### src/rtl/issue_pair_pkg.sv
package issue_pair_pkg;

  localparam int CLS_W   = 4;
  localparam int NUM_CLS = 9;

  typedef enum logic [CLS_W-1:0] {
    IC_FLOP = 4'd0,
    IC_LDST = 4'd1,
    IC_FLEX = 4'd2,
    IC_MM   = 4'd3,
    IC_NUL  = 4'd4,
    IC_BV   = 4'd5,
    IC_BR   = 4'd6,
    IC_FSYS = 4'd7,
    IC_SYS  = 4'd8
  } iclass_e;

  // Bit i set: a younger instruction of class i may follow this older class.
  function automatic logic [NUM_CLS-1:0] younger_mask(input logic [CLS_W-1:0] older);
    logic [NUM_CLS-1:0] m;
    case (older)
      IC_FLOP: m = 9'b001111110;
      IC_LDST: m = 9'b001011101;
      IC_FLEX: m = 9'b011011111;
      IC_MM:   m = 9'b010000111;
      IC_NUL:  m = 9'b000000001;
      default: m = '0;
    endcase
    return m;
  endfunction

  function automatic logic is_branch(input logic [CLS_W-1:0] c);
    return (c == IC_BV) || (c == IC_BR);
  endfunction

  function automatic logic single_word(input logic [1:0] m);
    return (m == 2'b01) || (m == 2'b10);
  endfunction

  function automatic logic words_share(input logic [1:0] a, input logic [1:0] b);
    return |(a & b);
  endfunction

endpackage

### src/rtl/pair_hazard_unit.sv
module pair_hazard_unit
  import issue_pair_pkg::*;
#(
  parameter int REG_W   = 5,
  parameter int NUM_SRC = 2
) (
  input  logic [1:0][CLS_W-1:0]              cls,
  input  logic [1:0]                         store,
  input  logic [1:0]                         int_rd_vld,
  input  logic [1:0][REG_W-1:0]              int_rd,
  input  logic [1:0][NUM_SRC-1:0]            int_rs_vld,
  input  logic [1:0][NUM_SRC-1:0][REG_W-1:0] int_rs,
  input  logic [1:0][1:0]                    fp_rd_words,
  input  logic [1:0][REG_W-1:0]              fp_rd,
  input  logic [1:0][NUM_SRC-1:0][1:0]       fp_rs_words,
  input  logic [1:0][NUM_SRC-1:0][REG_W-1:0] fp_rs,
  input  logic [1:0]                         carry_set,
  input  logic [1:0]                         carry_use,
  output logic                               raw_hit,
  output logic                               half_hit,
  output logic                               target_hit,
  output logic                               carry_hit
);

  logic [NUM_SRC-1:0] int_raw;
  logic [NUM_SRC-1:0] fp_raw;
  logic [1:0]         half_dir;
  logic               store_of_result;

  // Read-after-write from older slot 0 into younger slot 1, per source
  for (genvar k = 0; k < NUM_SRC; k++) begin : g_src
    assign int_raw[k] = int_rd_vld[0] && int_rs_vld[1][k] &&
                        (int_rs[1][k] == int_rd[0]);
    assign fp_raw[k]  = words_share(fp_rd_words[0], fp_rs_words[1][k]) &&
                        (fp_rs[1][k] == fp_rd[0]);
  end

  assign store_of_result = (cls[0] == IC_FLOP) && (cls[1] == IC_LDST) && store[1];
  assign raw_hit = (|int_raw) || ((|fp_raw) && !store_of_result);

  // Half-doubleword conflict, checked for both slot orders
  for (genvar d = 0; d < 2; d++) begin : g_dir
    localparam int LD = d;
    localparam int FL = 1 - d;
    logic             load_one_word;
    logic [NUM_SRC-1:0] other_word_read;
    assign load_one_word = (cls[LD] == IC_LDST) && !store[LD] &&
                           single_word(fp_rd_words[LD]);
    for (genvar k = 0; k < NUM_SRC; k++) begin : g_rd
      assign other_word_read[k] = (fp_rs[FL][k] == fp_rd[LD]) &&
                                  words_share(fp_rs_words[FL][k], ~fp_rd_words[LD]);
    end
    assign half_dir[d] = load_one_word && (cls[FL] == IC_FLOP) && (|other_word_read);
  end
  assign half_hit = |half_dir;

  // Floating-point op and FP load aiming at the same register
  always_comb begin
    target_hit = 1'b0;
    if ((|fp_rd_words[0]) && (|fp_rd_words[1]) && (fp_rd[0] == fp_rd[1])) begin
      if (cls[0] == IC_FLOP && cls[1] == IC_LDST && !store[1]) target_hit = 1'b1;
      if (cls[1] == IC_FLOP && cls[0] == IC_LDST && !store[0]) target_hit = 1'b1;
    end
  end

  assign carry_hit = (carry_set[0] && carry_use[1]) || (carry_set[1] && carry_use[0]);

  // Younger destinations and older sources do not take part in these rules
  logic unused_operands;
  assign unused_operands = ^{int_rd_vld[1], int_rd[1], int_rs_vld[0], int_rs[0]};

endmodule

### config.mk
export PLATFORM = sky130hd
export DESIGN_NAME = pair_hazard_unit
export DESIGN_NICKNAME = d
export VERILOG_FILES = /design/src/rtl/issue_pair_pkg.sv /design/src/rtl/pair_hazard_unit.sv
export SDC_FILE = /design/constraint.sdc
export NUM_CORES = 1
export LEC_CHECK = 0
export CAP_MARGIN = 20
export CORE_UTILIZATION = 21
export DETAILED_ROUTE_END_ITERATION = 8
export PLACE_DENSITY = 0.8
export SYNTH_ARGS = -nofsm -noshare
export SYNTH_HDL_FRONTEND = slang
export SYNTH_SLANG_ARGS = --single-unit
### constraint.sdc
create_clock -name vclk -period 2.6
set_input_delay 0.78 -clock vclk [all_inputs]
set_output_delay 0.78 -clock vclk [all_outputs]
set_load 0.01 [all_outputs]
# Yosys cells after proc, flatten, opt, wreduce, memory -nomap -nowiden
# Index checks and enable logic that the tools add are counted.
dict set report word_totals {
  latch_bits 0
  n_memories 0
  romBits 0
  mem_bits_rw 0
  wordCells 74
  inputBits 92
  regBits 0
  output_inout_bits 4
}
dict set report classes {
  reduce_logical 50
  eq_ne 13
  magnitude_cmp 0
  shift 0
  add_sub_neg 0
  mux 3
  mul 0
  n_bitwise 8
  n_div 0
}
# operator n
set ops {}
lappend ops {{$eq A5 B5 Y1} 7}
lappend ops {{$logic_and A1 B1 Y1} 28}
lappend ops {{$reduce_or A2 Y1} 13}
lappend ops {{$and A2 B2 Y2} 6}
lappend ops {{$eq A4 B1 Y1 const B} 2}
lappend ops {{$logic_not A4 Y1} 2}
lappend ops {{$eq A2 B1 Y1 const B} 2}
lappend ops {{$eq A2 B2 Y1 const B} 2}
lappend ops {{$logic_or A1 B1 Y1} 4}
lappend ops {{$not A2 Y2} 2}
lappend ops {{$logic_not A1 Y1} 3}
lappend ops {{$mux W1} 3}

# Longest topological paths before layout
# Gate-level depths: netlist (run 1).
dict set report logic_depth {
  depth_word 7
  depth_mapped 6
  ltp_nobuf 6
}

# Worst setup path before layout (run 1)
# No wires, ideal clock.
dict set report synth_timing {
  kind {in2out}
  from {input fp_rs[10] in the netlist's numbering}
  to {output half_hit}
  path_buffers 0
  arrival_ns 1.820
  t_required_ns 1.820
  stages 4
  setup_slack_ns 0.000
  cell_sequence {nor2b_1 > a2111oi_0 > nand4b_1 > o311ai_1}
}
dict set report synth_via {
  elab_chain_cells 5
}
# item line_no
set synth_lines {}
lappend synth_lines {{start: declaration} pair_hazard_unit.sv:16} ;# input logic [1:0][NUM_SRC-1:0][REG_W-1:0] fp_rs,
lappend synth_lines {{$eq A5 B5 Y1} pair_hazard_unit.sv:50} ;# assign other_word_read[k] = (fp_rs[FL][k] == fp_rd[LD]) &&
lappend synth_lines {{$logic_and A1 B1 Y1} pair_hazard_unit.sv:50}
lappend synth_lines {{$reduce_or A2 Y1} pair_hazard_unit.sv:53} ;# assign half_dir[d] = load_one_word && (cls[FL] == IC_FLOP) && (|other_word_read);
lappend synth_lines {{$logic_and A1 B1 Y1} pair_hazard_unit.sv:53}
lappend synth_lines {{$reduce_or A2 Y1} pair_hazard_unit.sv:55} ;# assign half_hit = |half_dir;
lappend synth_lines {{end: declaration} pair_hazard_unit.sv:20} ;# output logic half_hit,
# No other way between the ends.

# Final worst setup path (run 1)
dict set report layout_timing {
  from {input fp_rs[18] in the netlist's numbering}
  to {output half_hit}
}
# The elaborated chain is that of the path after synthesis.

==> run summary, run 1 <==
outcome - finished, violations left
failing checks - negative setup slack
clk_buf instances - 0
clock share of power - 0%
RePlAce Congestion - 0.779
ANT nets after route - 0
syn_nets - 179
Max Cap Violations - 0
critical path class - input port to output port
Initial DRT Pass Iterations - 4
first-pass GRT wire length - 4.45 mm
layout cells sized above 1 - 33.3%
CP Launch Type - input port
final setup vio count - 3
Post-Synthesis Cell Area - 611 um2
Yosys Warn Count - 0
initial core utilization - 22.1%
Commonest cells post-synth - xnor2_1, inv_1, a22oi_1, xor2_1, nand4_1
Internal Power - 0.157 mW
vias per inst - 4.64
Slew HR - 80.0%
# diodes - 0
net load switching power - 0.0830 mW
Syn-to-layout area delta - 181%
crit-path max FO - 2
vias in the first global route - 1084
Post-Syn Instances - 85
Worst IR Drop VDD - 0.0832 mV
HP Start - fp_rd_words[0]
area leader, netlist - xnor2_1
Layout Utilization - 62.3%
die area - 3130 um2
Seq cells - 0
fin crit period - 2.89 ns
cell total after placement - 216
CORE AREA - 2760 um2
top-count cell post-synth - xnor2_1
Logic pwr share - 100.0%
initial antenna violation count - 0
largest net degree at the start of global routing - 5
routed length per instance - 13.1 um
power share of the sequential group - 0%
RSZ-0062 raised after global routing - true
Die Ht - 55.9 um
Starting DRT DRC Count - 33
post-DP HPWL - 2.45 mm
hold depth - 6
flip-flop and latch area - 0 um2
Max Slew Vio Count - 0
gr ovfl total - 0
final non-filler cell total - 220
total number of vias - 1021
Hold Fails Final Rpt - 0
num rows - 19
post-synth top area share - 35.9%
pwr/cell area - 140 nW/um2
Max Freq - 346 MHz
Die X - 55.9 um
multi-input logic area - 704 um2
CP arrival - 2.11 ns
final worst slack - -0.288 ns
Worst Hold Class - input port to output port
sw frac - 34.6%
distinct cell type count after synthesis - 24
Post-route DRC - 0
Synth area leaders - xnor2_1, xor2_1, a22oi_1, nand4_1, inv_1
Tot GR Track Use - 17.2%
CP Capture Type - output port
post-synthesis sequential area ratio - 0%
final WL - 2.88 mm
io pins - 96
final-stage net count - 285
period utilisation layout - 111%
Worst Tran Pin Value - 0.301 ns
Static Leak - 0.774 nW
CP startpoint - fp_rs[18]
# fillers - 251
syn_area_per_cell - 7.18 um2
Worst EP required - 1.82 ns
Buffers on Ports - 78
cell type report:
cell class	count	area share [%]
well taps	31	2.26
inverters	8	1.75
repair buffers	104	55.0
multi-input cells	77	41.0
cell usage in the layout (no fill, tap or decap), types with 2 or more instances in the layout:
cell             netlist  final
xor2_1                 6      6
nand2_1                2      2
clkdlybuf4s50_1        0     35
or3_4                  0      2
nand3_1                4      4
buf_6                  0      5
inv_1                  8      3
o22ai_1                3      3
nor3_2                 0      3
dlymetal6s2s_1         0      8
buf_4                  0     25
a21oi_1                2      2
buf_2                  0      9
xnor2_1               25     25
a22oi_1                6      6
nor2b_4                0      2
clkdlybuf4s15_1        0      7
inv_2                  0      5
nand4_1                5      5
dlygate4sd2_1          0     14
metrics by stage:
stage / worst slack [ns] / TNS [ns] / power, mW / instance area (um2) / hold slack (ns)
6_report: -0.288 / -0.609 / 0.240 / 1720 / 2.12
5_1_grt: -0.356 / -0.830 / 0.257 / 1720 / 2.15
4_1_cts: -0.302 / -0.592 / 0.237 / 1650 / 2.11
3_5_place_dp: -1.13 / -3.14 / 0.235 / 1600 / 2.61
3_3_place_gp: -1.04 / -2.95 / 0.228 / 1600 / 2.60
2_1_floorplan: -0.000182 / -0.000182 / 0.0669 / 611 / 1.71
critical path: stages:
cell and delay (ns):
clkdlybuf4s50_1 0.47, xnor2_1 0.11, nand3_1 0.11, or3_4 0.40, o311ai_2 0.07, buf_2 0.18
power by group through the flow:
stage / logic (mW) / registers, mW / clock network, mW
after global placement: 0.228 / 0 / 0
after global routing: 0.257 / 0 / 0
after detailed placement: 0.235 / 0 / 0
after floorplan: 0.0669 / 0 / 0
final: 0.240 / 0 / 0
after CTS: 0.237 / 0 / 0
metal layers:
layer  wire length (um)  up-vias  track usage [%]  part of all wire, %
met3                166        2             1.63                  5.8
met2               1680       46             38.2                   58
met1               1020      455             17.4                   35
met5                  0        -                0                    0
met4                 12        0            0.697                 0.42
li1                   -      518                -                    -
final timing paths:
path,end,slack [ns]
setup / recovery,half_hit,-0.29
hold / removal,target_hit,2.12
kinds of logic after synthesis:
family	count (synthesis)	synth area share, %
XOR/XNOR	31	44.5
AND/OR/NAND/NOR	28	27.5
AO/OA/AOI/OAI	16	19.1
buffers and inverters	8	4.92
adder cells (fa/ha/maj)	2	4.10
what timing repair did:
item / in CTS / in global routing
setup endpoints to repair: 4 / 3
buffers inserted: 3 / 1
hold buffers: 0 / 0
resized for setup: 110 / 17
pin swaps: 20 / 18
gates cloned: 0 / 0
Power figures use the tool's default switching activity.
==> inputs of run 2 (changes only) <==
--- a/config.mk
+++ b/config.mk
@@ -5,10 +5,11 @@
 export SDC_FILE = /design/constraint.sdc
 export NUM_CORES = 1
 export LEC_CHECK = 0
+export ABC_AREA = 1
 export CAP_MARGIN = 20
-export CORE_UTILIZATION = 21
+export CORE_UTILIZATION = 25
 export DETAILED_ROUTE_END_ITERATION = 8
-export PLACE_DENSITY = 0.8
+export PLACE_DENSITY = 0.79
 export SYNTH_ARGS = -nofsm -noshare
 export SYNTH_HDL_FRONTEND = slang
 export SYNTH_SLANG_ARGS = --single-unit
==> run 2 against run 1 <==
The flow finishes with violations (design-rule violations). Fmax is 14% higher. Worst setup slack better by 0.35 ns. Total power is 11% lower. Global-route usage is 1.1 points lower. Synthesized cell count is 96% higher. Clock-buffer cell count stayed put. Wire length is 1.5% lower. Largest power group unchanged.
==> run summary, run 2 <==
Buffers on Ports - 78
period utilisation layout - 97.6%
highest-count cells in the layout ignoring fill and taps - nand2_1, dlygate4sd2_1, inv_1
vias per inst - 4.40
Crit-path slowest cell - dlygate4sd2_1
Static Leak - 1.02 nW
Worst IR Drop VDD - 0.0671 mV
Tot GR Track Use - 16.0%
gr ovfl total - 0
CP arrival - 1.76 ns
HP Start - fp_rd[8]
RePlAce Congestion - 0.768
Post-Syn Instances - 167
Die Ht - 58.0 um
syn_nets - 261
Yosys Warn Count - 0
num rows - 19
Worst EP required - 1.82 ns
Commonest cells post-synth - nand2_1, inv_1, nor2_1
final-stage net count - 351
outcome - finished, violations left
crit-path max FO - 4
final setup vio count - 0
post-synthesis sequential area ratio - 0%
failing checks - design-rule violations
# fillers - 318
syn_area_per_cell - 4.70 um2
Worst path max stage delay - 0.29 ns
# diodes - 0
most numerous cell on the critical path - nand2_1
largest net degree at the start of global routing - 6
Max Cap Violations - 0
CP Launch Type - input port
Max Freq - 394 MHz
post-DP HPWL - 2.38 mm
Seq cells - 0
Synth area leaders - nand2_1, inv_1, xor2_1, nor2_1, xnor2_1
total number of vias - 1259
Placed Area - 1670 um2
power share of the sequential group - 0%
fin crit period - 2.54 ns
post-synth top area share - 30.1%
Hold Fails Final Rpt - 0
top-count cell post-synth - nand2_1
Starting DRT DRC Count - 31
critical path class - input port to output port
final WL - 2.84 mm
Post-Synthesis Cell Area - 785 um2
first-pass GRT wire length - 4.46 mm
most common cell after layout, fill and taps aside - nand2_1
routed length per instance - 9.91 um
initial antenna violation count - 0
Logic pwr share - 100.0%
multi-input logic area - 733 um2
hold endpoint - target_hit
Worst Tran Pin Value - 0.243 ns
Final Cell Area - 1660 um2
flip-flop and latch area - 0 um2
Die X - 58.0 um
CORE AREA - 2850 um2
Slew HR - 83.8%
hold depth - 5
distinct cell type count after synthesis - 20
Syn-to-layout area delta - 112%
vias in the first global route - 1205
hold_ws - 2.03 ns
Post-route DRC - 3
clk_buf instances - 0
clock share of power - 0%
hold_buf cts - 0
Worst Hold Class - input port to output port
io pins - 96
net load switching power - 0.0946 mW
CP Capture Type - output port
die area - 3370 um2
Internal Power - 0.119 mW
sw frac - 44.3%
ANT nets after route - 0
layout cells sized above 1 - 22.0%
Initial DRT Pass Iterations - 6
pwr/cell area - 128 nW/um2
CP Cell Sequence - dlygate4sd2_1 > xor2_1 > nor2_1 > nand3_1 > nand2_1 > nand2_1 > nand2_1 > buf_2
area leader, netlist - nand2_1
initial core utilization - 27.5%
Max Slew Vio Count - 0
-- run 2: changes by cell type after synthesis, moves of 4 or more --
cell | before | now
nand2_1 | 2 | 63
inv_1 | 8 | 33
xnor2_1 | 25 | 4
nor2_1 | 2 | 22
a22oi_1 | 6 | 0
o21ai_0 | 0 | 6
nor2b_1 | 4 | 0
xor2_1 | 6 | 10
-- run 2: layer usage --
metal	track usage [%]	wire length [um]	share of wire [%]	up-vias
li1	-	-	-	689
met5	0	0	0	-
met3	2.68	292	10	2
met2	32.3	1470	52	58
met1	17.8	1060	37	510
met4	1.70	18	0.63	0
-- run 2: worst max-delay path by stage --
stage	start	to	cells past startpoint
after detailed placement	fp_rd_words[0]	target_hit	9
after global routing	fp_rd[9]	half_hit	9
after CTS	fp_rd_words[1]	target_hit	9
after global placement	fp_rd_words[0]	target_hit	9
after floorplan	fp_rd_words[0]	target_hit	7
final	fp_rd[7]	half_hit	8
-- run 2: area by class of cell --
cell class / count / share of cell area [%]
tap: 31 / 2.33
multi-input combinational: 132 / 44.1
timing repair buffer: 88 / 45.6
inverter: 35 / 7.91
-- run 2: power by group through the flow --
| stage | sequential, mW | clock, mW | combinational [mW] |
|---|---|---|---|
| after floorplan | 0 | 0 | 0.0789 |
| after global placement | 0 | 0 | 0.228 |
| after detailed placement | 0 | 0 | 0.230 |
| after CTS | 0 | 0 | 0.206 |
| after global routing | 0 | 0 | 0.240 |
| final | 0 | 0 | 0.213 |
-- run 2: repair_timing --
action | in CTS | in global routing
pin swaps | 53 | 32
setup buffers | 0 | 1
resized for setup | 99 | 47
endpoints found under the setup margin | 4 | 3
-- run 2: kinds of logic (layout without fill, tap and decap cells) --
group | Yosys count | in the layout | synth area share, %
compound gates | 14 | 14 | 10.2
xor+xnor | 14 | 14 | 15.6
fa+ha+maj | 2 | 2 | 3.19
buf+inv | 35 | 123 | 16.7
simple gates | 102 | 102 | 54.2
-- run 2: critical path: cells and delay by family --
family | cells | cell delay (ns)
buf+inv | 2 | 0.41
simple gates | 5 | 0.39
xor+xnor | 1 | 0.18
-- run 2: stage by stage --
stage          total power [mW]  cells  setup WS [ns]  setup TNS, ns  util [%]
2_1_floorplan            0.0789    167          0.344              0         -
4_1_cts                   0.206    285        0.00355              0      57.0
3_5_place_dp              0.230    285         -0.736          -2.09      58.6
6_report                  0.213    286         0.0623              0      58.2
3_3_place_gp              0.228    285         -0.689          -2.02      58.6
5_1_grt                   0.240    286        -0.0299        -0.0444      58.2
